<file path="config.mk">
export PLATFORM = sky130hd
export DESIGN_NAME = apb_prot_filter
export DESIGN_NICKNAME = d
export VERILOG_FILES = /design/src/rtl/prot_filter_pkg.sv /design/src/rtl/prot_window_check.sv /design/src/rtl/prot_window_select.sv /design/src/rtl/apb_prot_filter.sv
export SDC_FILE = /design/constraint.sdc
export NUM_CORES = 1
export LEC_CHECK = 0
export BUFFER_PORTS_ARGS = -buffer_cell sky130_fd_sc_hd__buf_2
export CORE_AREA = 2 2 65 67
export CTS_BUF_LIST = sky130_fd_sc_hd__clkbuf_8 sky130_fd_sc_hd__clkbuf_16
export DETAILED_ROUTE_END_ITERATION = 6
export DIE_AREA = 0 0 67 69
export HOLD_SLACK_MARGIN = 0.08
export PLACE_DENSITY = 0.68
export SYNTH_ARGS = -nofsm -noshare
export SYNTH_HDL_FRONTEND = slang
export SYNTH_SLANG_ARGS = --single-unit
</file>
<file path="constraint.sdc">
create_clock -name clk -period 1.1 [get_ports clk]
set_clock_uncertainty 0.05 [all_clocks]
set_input_delay 0.22 -clock clk [delete_from_list [all_inputs] [get_ports clk]]
set_output_delay 0.22 -clock clk [all_outputs]
set_load 0.02 [all_outputs]
</file>
<file path="src/rtl/prot_filter_pkg.sv">
`timescale 1ns/1ps
// Shared definitions for the region protection filter.
// Assumes the protection sideband encoding: bit0=1 privileged,
// bit1=1 non-secure, bit2=1 instruction fetch.
package prot_filter_pkg;

    localparam int PROT_W         = 3;
    localparam int PROT_PRIV_BIT  = 0;
    localparam int PROT_NSEC_BIT  = 1;
    localparam int PROT_INSTR_BIT = 2;

    // Per-window rule; packed so bit 0 is need_priv, bit 2 is exec_never.
    typedef struct packed {
        logic exec_never;
        logic need_secure;
        logic need_priv;
    } win_rule_t;

    localparam int RULE_W = $bits(win_rule_t);

endpackage

</file>
<file path="src/rtl/prot_window_check.sv">
`timescale 1ns/1ps
// One address window: flags whether the address falls inside it and
// whether the requester context breaks the window's rule.
// Assumes OFFS_MASK has ones on the offset bits of a power-of-two window.
module prot_window_check
    import prot_filter_pkg::*;
#(
    parameter int               ADDR_W    = 12,
    parameter logic [ADDR_W-1:0] BASE     = '0,
    parameter logic [ADDR_W-1:0] OFFS_MASK = '1,
    parameter win_rule_t        RULE      = '0
) (
    input  logic [ADDR_W-1:0] addr,
    input  logic [PROT_W-1:0] prot,
    output logic              hit,
    output logic              breach
);

    localparam logic [ADDR_W-1:0] TAG_MASK = ~OFFS_MASK;
    localparam logic [ADDR_W-1:0] TAG      = BASE & TAG_MASK;

    logic unpriv, nonsec, ifetch;

    // Decode the context bits with their stated polarity.
    always_comb begin
        unpriv = ~prot[PROT_PRIV_BIT];
        nonsec =  prot[PROT_NSEC_BIT];
        ifetch =  prot[PROT_INSTR_BIT];
    end

    // Window match and rule comparison.
    always_comb begin
        hit    = ((addr & TAG_MASK) == TAG);
        breach = (RULE.need_priv   & unpriv) |
                 (RULE.need_secure & nonsec) |
                 (RULE.exec_never  & ifetch);
    end

endmodule

</file>
<file path="src/rtl/prot_window_select.sv">
`timescale 1ns/1ps
// Picks the lowest-indexed window that matches and reports its verdict.
// Assumes hit_vec/breach_vec come from per-window checkers of equal index.
module prot_window_select #(
    parameter int NUM_WIN = 4
) (
    input  logic [NUM_WIN-1:0] hit_vec,
    input  logic [NUM_WIN-1:0] breach_vec,
    output logic [NUM_WIN-1:0] pick_vec,
    output logic               refuse
);

    // Priority scan: first match wins, later matches are ignored.
    always_comb begin
        logic found;
        found    = 1'b0;
        pick_vec = '0;
        for (int i = 0; i < NUM_WIN; i++) begin
            if (hit_vec[i] && !found) begin
                pick_vec[i] = 1'b1;
                found       = 1'b1;
            end
        end
    end

    // Verdict of the chosen window; no window means no refusal.
    always_comb begin
        refuse = |(pick_vec & breach_vec);
    end

    // at most one window may decide.
    always_comb begin
        pick_onehot_chk: assert ($onehot0(pick_vec));
    end

    // a refusal always comes from a matched window.
    always_comb begin
        refuse_mapped_chk: assert (!refuse || (|hit_vec));
    end

endmodule

</file>
<file path="src/rtl/apb_prot_filter.sv">
`timescale 1ns/1ps
// APB region protection filter. Checks the requester context of each
// transfer against a fixed window table, forwards granted transfers
// and completes refused ones locally with an error and zero data.
// Assumes a single manager obeying APB setup/access sequencing.
module apb_prot_filter
    import prot_filter_pkg::*;
#(
    parameter int ADDR_W  = 12,
    parameter int DATA_W  = 32,
    parameter int NUM_WIN = 4,
    parameter logic [NUM_WIN*ADDR_W-1:0] WIN_BASE =
        {12'h1C0, 12'h300, 12'h200, 12'h100},
    parameter logic [NUM_WIN*ADDR_W-1:0] WIN_MASK =
        {12'h03F, 12'h0FF, 12'h0FF, 12'h0FF},
    parameter logic [NUM_WIN*RULE_W-1:0] WIN_RULE =
        {3'b111, 3'b100, 3'b010, 3'b001}
) (
    input  logic              clk,
    input  logic              rst_n,
    input  logic              s_psel,
    input  logic              s_penable,
    input  logic              s_pwrite,
    input  logic [ADDR_W-1:0] s_paddr,
    input  logic [DATA_W-1:0] s_pwdata,
    input  logic [PROT_W-1:0] s_pprot,
    output logic              s_pready,
    output logic [DATA_W-1:0] s_prdata,
    output logic              s_pslverr,
    output logic              m_psel,
    output logic              m_penable,
    output logic              m_pwrite,
    output logic [ADDR_W-1:0] m_paddr,
    output logic [DATA_W-1:0] m_pwdata,
    output logic [PROT_W-1:0] m_pprot,
    input  logic              m_pready,
    input  logic [DATA_W-1:0] m_prdata,
    input  logic              m_pslverr
);

    logic [NUM_WIN-1:0] hit_vec, breach_vec, pick_vec;
    logic refuse_now, refuse_q, block_down;
    logic setup_ph, access_ph;

    genvar g;
    generate
        for (g = 0; g < NUM_WIN; g++) begin : g_win
            prot_window_check #(
                .ADDR_W   (ADDR_W),
                .BASE     (WIN_BASE[g*ADDR_W +: ADDR_W]),
                .OFFS_MASK(WIN_MASK[g*ADDR_W +: ADDR_W]),
                .RULE     (win_rule_t'(WIN_RULE[g*RULE_W +: RULE_W]))
            ) u_chk (
                .addr  (s_paddr),
                .prot  (s_pprot),
                .hit   (hit_vec[g]),
                .breach(breach_vec[g])
            );
        end
    endgenerate

    prot_window_select #(.NUM_WIN(NUM_WIN)) u_sel (
        .hit_vec   (hit_vec),
        .breach_vec(breach_vec),
        .pick_vec  (pick_vec),
        .refuse    (refuse_now)
    );

    // Phase decode of the upstream transfer.
    always_comb begin
        setup_ph  = s_psel & ~s_penable;
        access_ph = s_psel &  s_penable;
    end

    // Capture the verdict at setup; hold it until completion.
    always_ff @(posedge clk) begin
        if (!rst_n)                    refuse_q <= 1'b0;
        else if (setup_ph)             refuse_q <= refuse_now;
        else if (access_ph && s_pready) refuse_q <= 1'b0;
    end

    // Downstream side: selection blocked for the whole refused transfer.
    always_comb begin
        block_down = setup_ph ? refuse_now : refuse_q;
        m_psel     = s_psel & ~block_down;
        m_penable  = s_psel & s_penable & ~block_down;
        m_pwrite   = s_pwrite;
        m_paddr    = s_paddr;
        m_pwdata   = s_pwdata;
        m_pprot    = s_pprot;
    end

    // Upstream response: local error on refusal, pass-through on grant.
    always_comb begin
        s_pready  = access_ph & (refuse_q | m_pready);
        s_pslverr = access_ph & (refuse_q | (m_pready & m_pslverr));
        s_prdata  = (access_ph & ~refuse_q) ? m_prdata : '0;
    end


    refuse_resp_chk: assert property (@(posedge clk) disable iff (!rst_n)
        (setup_ph && refuse_now) ##1 (s_psel && s_penable)
        |-> (s_pready && s_pslverr && s_prdata == '0));


    refuse_quiet_chk: assert property (@(posedge clk) disable iff (!rst_n)
        (setup_ph && refuse_now) ##1 (s_psel && s_penable)
        |-> (!m_psel && !m_penable));


    idle_err_chk: assert property (@(posedge clk) disable iff (!rst_n)
        !(s_psel && s_penable && s_pready) |-> !s_pslverr);


    grant_pass_chk: assert property (@(posedge clk) disable iff (!rst_n)
        (s_psel && s_penable && m_psel)
        |-> (s_pready == m_pready && s_prdata == m_prdata));


    verdict_hold_chk: assert property (@(posedge clk) disable iff (!rst_n)
        (s_psel && s_penable && !s_pready) ##1 (s_psel && s_penable)
        |-> $stable(m_psel));

endmodule

</file>
==> summary.md, run 1 <==
| Metric | Value |
|---|---|
| Placer Congestion | `roughly 0.62` |
| P_leak | `approximately 0.00063 µW` |
| Hold Buf Count CTS | `0` |
| Mapped Nets | `between 150 and 200` |
| Setup CP Type | `primary input to primary output` |
| Vias per cell | `3.948` |
| First-pass GRT wire length | `between 2000 and 3000 µm` |
| Flop pwr share | `0.082` |
| Comb power frac | `0.918` |
| FILL cells | `around 410` |
| Max Transition Viols Final | `0` |
| Crit path DAT | `approximately 1.0 ns` |
| CP Max Fanout | `2` |
| Hold Vio Cnt, Final | `0` |
| Synth Area per Inst | `7.128 µm²` |
| Core Area | `approximately 0.0039 mm²` |
| Routed via count | `762` |
| Number of global-route vias before repair | `597` |
| Switch share | `0.4171` |
| HP Class | `primary input to primary output` |
| Clk pwr share | `0` |
| Max reg flops | `1` |
| CP startpoint | `s_paddr[11]` |
| Reg2reg start | `refuse_q` |
| GRT Overall Usage | `0.07388` |
| Max_cap viols | `0` |
| Total Wirelength | `2160 µm` |
| RSZ-0062 raised after global routing | `true` |
| Area Growth Syn to Fin | `66.84%` |
| Chip height | `around 69 µm` |
| Wire per inst | `approximately 11 µm` |
| Pwr dens | `394.6 mW/mm²` |
| Post-route DRC violation count | `0` |
| Skew-Pair Late Insertion Delay | `0 ns` |
| Setup violators final | `33` |
| Worst-Margin Slew | `between 0.15 and 0.2 ns` |
| Register area | `approximately 21 µm²` |
| ANT cells | `0` |
| Status | `finished with violations` |
| Port Buffers | `87` |
| Crit path launch type | `primary input` |
| CP endpoint | `m_psel` |
| Switching power | `193.7 µW` |
| Worst IR Drop VDD | `0.2458 mV` |
| Biggest regs | `refuse_q: 1 flops` |
| Power Total | `464.6 µW` |
| Worst Setup End Kind | `primary output` |
| Pin count of the biggest net entering global routing | `29` |
| Synth Warn # | `0` |
| Die X | `around 67 µm` |
| F_max | `roughly 760 MHz` |
| Die area | `roughly 0.0046 mm²` |
| Std-Cell Rows | `23` |
| R2R Setup Slk | `~0.22 ns` |
| Seq/Total Area, Yosys | `0.02837` |
| Fin crit share | `1.194` |
| Initial antenna violation count | `0` |
| Initial Util | `0.1803` |
| Final core utilization | `0.3008` |
| Detailed Route Iter0 Violations | `4` |
| Min Hold Slack | `roughly 0.39 ns` |
| Failing checks | `negative setup slack` |
| Distinct cell type count after synthesis | `16` |
| Share of post-route cells with drive strength above 1 | `0.8112` |
| Normalized max-slew margin | `0.8827` |
| Flops & latches, synth | `1` |
| Synthesized area | `roughly 700 µm²` |
| Post-route setup slack | `-0.2131 ns` |
| 1st-pass router iterations | `2` |
| Detailed Place HPWL | `between 1500 and 2000 µm` |
| Worst R2R End | `refuse_q` |
| Multi-input gate area | `roughly 350 µm²` |
| # IOs | `170` |
| Final net count | `231` |
| Path depth of the worst reg2reg path | `4` |
| Final ANT Viol Nets | `0` |
| Top reg by flops | `refuse_q` |
| Internal | `roughly 270 µW` |
| Mapped Cells | `99` |
| GRT overflow | `0` |
| Crit path time final | `between 1 and 1.5 ns` |
| Finished Cell Area | `between 0.001 and 0.0015 mm²` |
| CP required | `0.83 ns` |
| Dpl cell area | `roughly 900 µm²` |
per-layer routing:
layer,vias to the layer above,GRT usage,part of all wire
met5,-,0,0
met4,0,0.02268,0.022
met3,10,0.01958,0.19
met2,74,0.1606,0.52
li1,345,-,-
met1,333,0.05709,0.27
cell type report:
type | count | area share
timing repair buffer | 95 | 0.6270
multi-input combinational | 46 | 0.2986
tap | 50 | 0.05313
sequential | 1 | 0.01807
inverter | 1 | 0.003188
power groups by stage:
stage | Combinational [µW] | Clock (µW) | Sequential (µW)
after floorplan | 410 | 0 | 38.2
after global placement | 334 | 0 | 38.0
after detailed placement | 336 | 0 | 38.0
after CTS | 397 | 0 | 38.0
after global routing | 456 | 0 | 38.1
final | 426 | 0 | 38.1
stage by stage:
step | cells | TNS [ns] | setup WS (ns)
detailed placement | 192 | -5.214 | -0.2603
global route | 193 | -4.606 | -0.2496
floorplan | 99 | -0.02670 | -0.003337
finish | 193 | -3.050 | -0.2131
CTS | 192 | -4.576 | -0.2097
global placement | 192 | -4.814 | -0.2409
cells in the mapped netlist:
| cell type | instances | area share |
|---|---|---|
| a31o_1 | 1 | 0.012 |
| a31oi_1 | 1 | 0.0089 |
| and2_1 | 32 | 0.28 |
| and4b_1 | 1 | 0.014 |
| buf_4 | 48 | 0.51 |
| buf_6 | 3 | 0.048 |
| dfxtp_1 | 1 | 0.028 |
| inv_1 | 1 | 0.0053 |
| nand2_1 | 1 | 0.0053 |
| nand2_2 | 1 | 0.0089 |
| nand3_1 | 1 | 0.0071 |
| nand3b_1 | 1 | 0.011 |
| nor2_1 | 3 | 0.016 |
| nor2_4 | 1 | 0.016 |
| o21a_1 | 1 | 0.011 |
| o21ai_0 | 2 | 0.014 |
how the worst min path moves through the flow:
| stage | from | end | slack [ns] | cells after the start |
|---|---|---|---|---|
| after floorplan | rst_n | refuse_q | 0.31 | 2 |
| after global routing | s_pwdata[30] | m_pwdata[30] | 0.39 | 0 |
| after CTS | s_paddr[2] | m_paddr[2] | 0.39 | 0 |
| final | s_pwdata[11] | m_pwdata[11] | 0.39 | 0 |
| after global placement | s_paddr[2] | m_paddr[2] | 0.39 | 0 |
| after detailed placement | s_paddr[2] | m_paddr[2] | 0.39 | 0 |
cell families after synthesis:
kind of cell / count (synthesis) / synth area share
compound gates: 5 / 0.04611
simple gates: 41 / 0.3617
flops: 1 / 0.02837
buf+inv: 52 / 0.5638
layout by cell type (no fill, tap or decap), drive strengths merged:
cell	netlist	layout
o21ai	2	2
inv	1	1
nand2	2	2
and4b	1	1
a31oi	1	1
and2	32	32
nand3b	1	1
o21a	1	1
a31o	1	1
buf	51	95
nor2	4	4
nand3	1	1
dfxtp	1	1
worst max-delay path, cell delays in order:
cell and delay, ns:
buf_6 0.10, nor2_4 0.10, and4b_1 0.21, a31oi_2 0.05, a31o_4 0.25, buf_6 0.12
what timing repair did:
| item | CTS | global route |
|---|---|---|
| pin swaps | 3 | 4 |
| endpoints found under the setup margin | 35 | 35 |
| gates resized for setup | 57 | 24 |
| buffers inserted | 0 | 1 |
(Power assumes the default switching activity.)
==> inputs of run 2 (changes only) <==
Settings changed: REMOVE_ABC_BUFFERS from default to 1.
==> run 2 against run 1 <==
Effect of this change: the run still ends with negative setup slack left; utilization grew 5.4 points; sequential share of layout area decreased by 0.28 points; maximum frequency rose by 3.6%; hold slack about the same; final cell count up 5.7%; critical endpoint unchanged; largest cell class unchanged; largest power group unchanged.
==> summary.md, run 2 (synthesis results as in run 1) <==
| Metric | Value |
|---|---|
| Status | `finished with violations` |
| Failing checks | `negative setup slack` |
| CP Buf/Inv Count | `4 (+2)` |
| Hold Vio Cnt, Final | `0 (unchanged)` |
| Port Buffers | `87 (unchanged)` |
| Normalized max-slew margin | `0.8772 (-0.005514)` |
| Worst IR Drop VDD | `0.2325 mV (-5.4%)` |
| GRT overflow | `0 (unchanged)` |
| Chip height | `69 µm (unchanged)` |
| First-pass GRT wire length | `5257 µm (+92%)` |
| Fin crit share | `1.152 (-0.04134)` |
| Commonest non-fill, non-tap cell in the layout | `buf_6` |
| CP startpoint | `s_psel` |
| Setup violators final | `35 (+6.1%)` |
| Max Transition Viols Final | `0 (unchanged)` |
| Core Area | `0.003914 mm² (unchanged)` |
| Setup CP Type | `primary input to primary output` |
| Crit path time final | `1.268 ns (-0.04548 ns)` |
| P_leak | `0.0007459 µW (+18%)` |
| Post-route setup slack | `-0.1676 ns (+0.04548 ns)` |
| Biggest regs | `refuse_q: 1 flops` |
| HP Class | `primary input to primary output` |
| Final ANT Viol Nets | `0 (unchanged)` |
| CP Max Fanout | `5 (+3)` |
| Worst-path cell chain | `buf_8 > nand2_4 > nor2_4 > buf_6 > clkbuf_16 > a31o_1 > buf_6` |
| 1st-pass router iterations | `6 (+4)` |
| Worst Setup End Kind | `primary output` |
| Die X | `67 µm (unchanged)` |
| Total Wirelength | `4536 µm (+110%)` |
| Global Route met1 Usage | `0.1123 (+0.05523)` |
| Initial antenna violation count | `0 (unchanged)` |
| Internal | `345.4 µW (+28%)` |
| Dpl cell area | `874.6 µm² (-3.5%)` |
| GRT Overall Usage | `0.1661 (+0.09224)` |
| Routed via count | `855 (+12%)` |
| Share of post-route cells with drive strength above 1 | `0.9351 (+0.1239)` |
| Worst path slowest cell | `a31o_1` |
| # IOs | `170 (unchanged)` |
| Crit path launch type | `primary input` |
| Final core utilization | `0.3552 (+0.05435)` |
| Skew-Pair Late Insertion Delay | `0 ns (unchanged)` |
| Path depth of the worst reg2reg path | `5 (+1)` |
| Clk pwr share | `0 (unchanged)` |
| F_max | `788.9 MHz (+3.6%)` |
| Initial Util | `0.1803 (unchanged)` |
| R2R Setup Slk | `0.09 ns (-0.13 ns)` |
| Worst path depth | `7 (+1)` |
| Wire per inst | `22.24 µm (+99%)` |
| Comb power frac | `0.932 (+0.014)` |
| Worst R2R End | `refuse_q` |
| Final net count | `242 (+4.8%)` |
| Vias per cell | `4.191 (+6.2%)` |
| Top Usage Layer GRT | `met2` |
| Met2 Track Usage GR | `0.2783 (+0.1177)` |
| Pwr dens | `403.4 mW/mm² (+2.2%)` |
| Reg2reg start | `refuse_q` |
| Max_cap viols | `0 (unchanged)` |
| Detailed Place HPWL | `3547 µm (+99%)` |
| Detailed Route Iter0 Violations | `20 (+16)` |
| Die area | `0.004623 mm² (unchanged)` |
| CP endpoint | `m_psel` |
| Top reg by flops | `refuse_q` |
| Switch share | `0.3841 (-0.03299)` |
| Commonest non-fill, non-tap cells in the layout | `49 x buf_6, 45 x buf_2, 32 x and2_4, 8 x buf_4, 3 x nor2_4` |
| CP required | `0.83 ns (about the same)` |
| WHS Path Cells | `0 (unchanged)` |
| Slowest stage delay, CP | `0.19 ns (-0.06 ns)` |
| Max reg flops | `1 (unchanged)` |
| Area Growth Syn to Fin | `96.99%` |
| Placer Congestion | `0.7736 (+25%)` |
| RSZ-0062 raised after global routing | `true` |
| Crit path DAT | `1.00 ns (-0.04 ns)` |
| Flop pwr share | `0.068 (-0.014)` |
| Pin count of the biggest net entering global routing | `12 (-59%)` |
| ANT cells | `0 (unchanged)` |
| Met3 usage | `0.2300 (+0.2104)` |
| Switching power | `215.4 µW (+11%)` |
| Std-Cell Rows | `23 (unchanged)` |
| Most used cell, CP | `buf_6` |
| Number of global-route vias before repair | `764 (+28%)` |
| Finished Cell Area | `0.001390 mm² (+18%)` |
| Crit path max-delay family | `buffers and inverters` |
| Worst-Margin Slew | `0.1834 ns (+0.007972 ns)` |
| Post-route DRC violation count | `0 (unchanged)` |
[run 2: changes by cell type in the layout (fill, tap and decap cells not counted), moves of 2 or more]
| cell | delta |
|---|---|
| and2_1 | -20 |
| and2_2 | -8 |
| and2_4 | +28 |
| buf_2 | -7 |
| buf_4 | +2 |
| buf_6 | +15 |
[run 2: cell type report]
class	instances	area [µm²]
fillers	395	2524
repair buffers	106	912.1
flip-flops and latches	1	21.27
multi-input cells	46	390.4
inverters	1	3.754
well taps	50	62.56
[run 2: power groups by stage]
stage | clock, µW | sequential (µW) | combinational (µW)
final | 0 | 38.1 | 523
after global routing | 0 | 38.1 | 552
after CTS | 0 | 38.1 | 424
after detailed placement | 0 | 37.9 | 320
after global placement | 0 | 37.9 | 316
after floorplan | 0 | 38.0 | 131
[run 2: what timing repair did]
| item | 4_1_cts | 5_1_grt |
|---|---|---|
| resized for setup | 81 | 49 |
| setup endpoints to repair | 35 | 36 |
| setup buffers | 3 | 7 |
| pin swaps | 13 | 13 |
| hold buffers | 0 | 0 |
| cloned | 1 | 2 |
[run 2: worst min path at each step]
stage                       startpoint            to  slack [ns]
after detailed placement  s_pwdata[17]  m_pwdata[17]        0.39
final                     s_pwdata[17]  m_pwdata[17]        0.39
after floorplan                  rst_n      refuse_q        0.31
after CTS                 s_pwdata[17]  m_pwdata[17]        0.39
after global placement    s_pwdata[17]  m_pwdata[17]        0.39
after global routing          s_pwrite      m_pwrite        0.39
[run 2: metal layers]
layer	share of wire	up-vias
li1	-	368
met1	0.23	368
met2	0.49	119
met3	0.28	0
met4	0	0
met5	0	-
[run 2: stage by stage]
stage / total power [µW] / hold WS, ns / TNS (ns) / cells / setup slack (ns)
floorplan: 168.7 / 0.3093 / -6.592 / 48 / -0.2249
global placement: 353.8 / 0.3902 / -4.592 / 192 / -0.2174
detailed placement: 358.3 / 0.3902 / -4.930 / 192 / -0.2399
CTS: 462.3 / 0.3902 / -3.514 / 196 / -0.1530
global route: 590.1 / 0.3901 / -5.518 / 204 / -0.2095
finish: 560.8 / 0.3902 / -4.298 / 204 / -0.1676
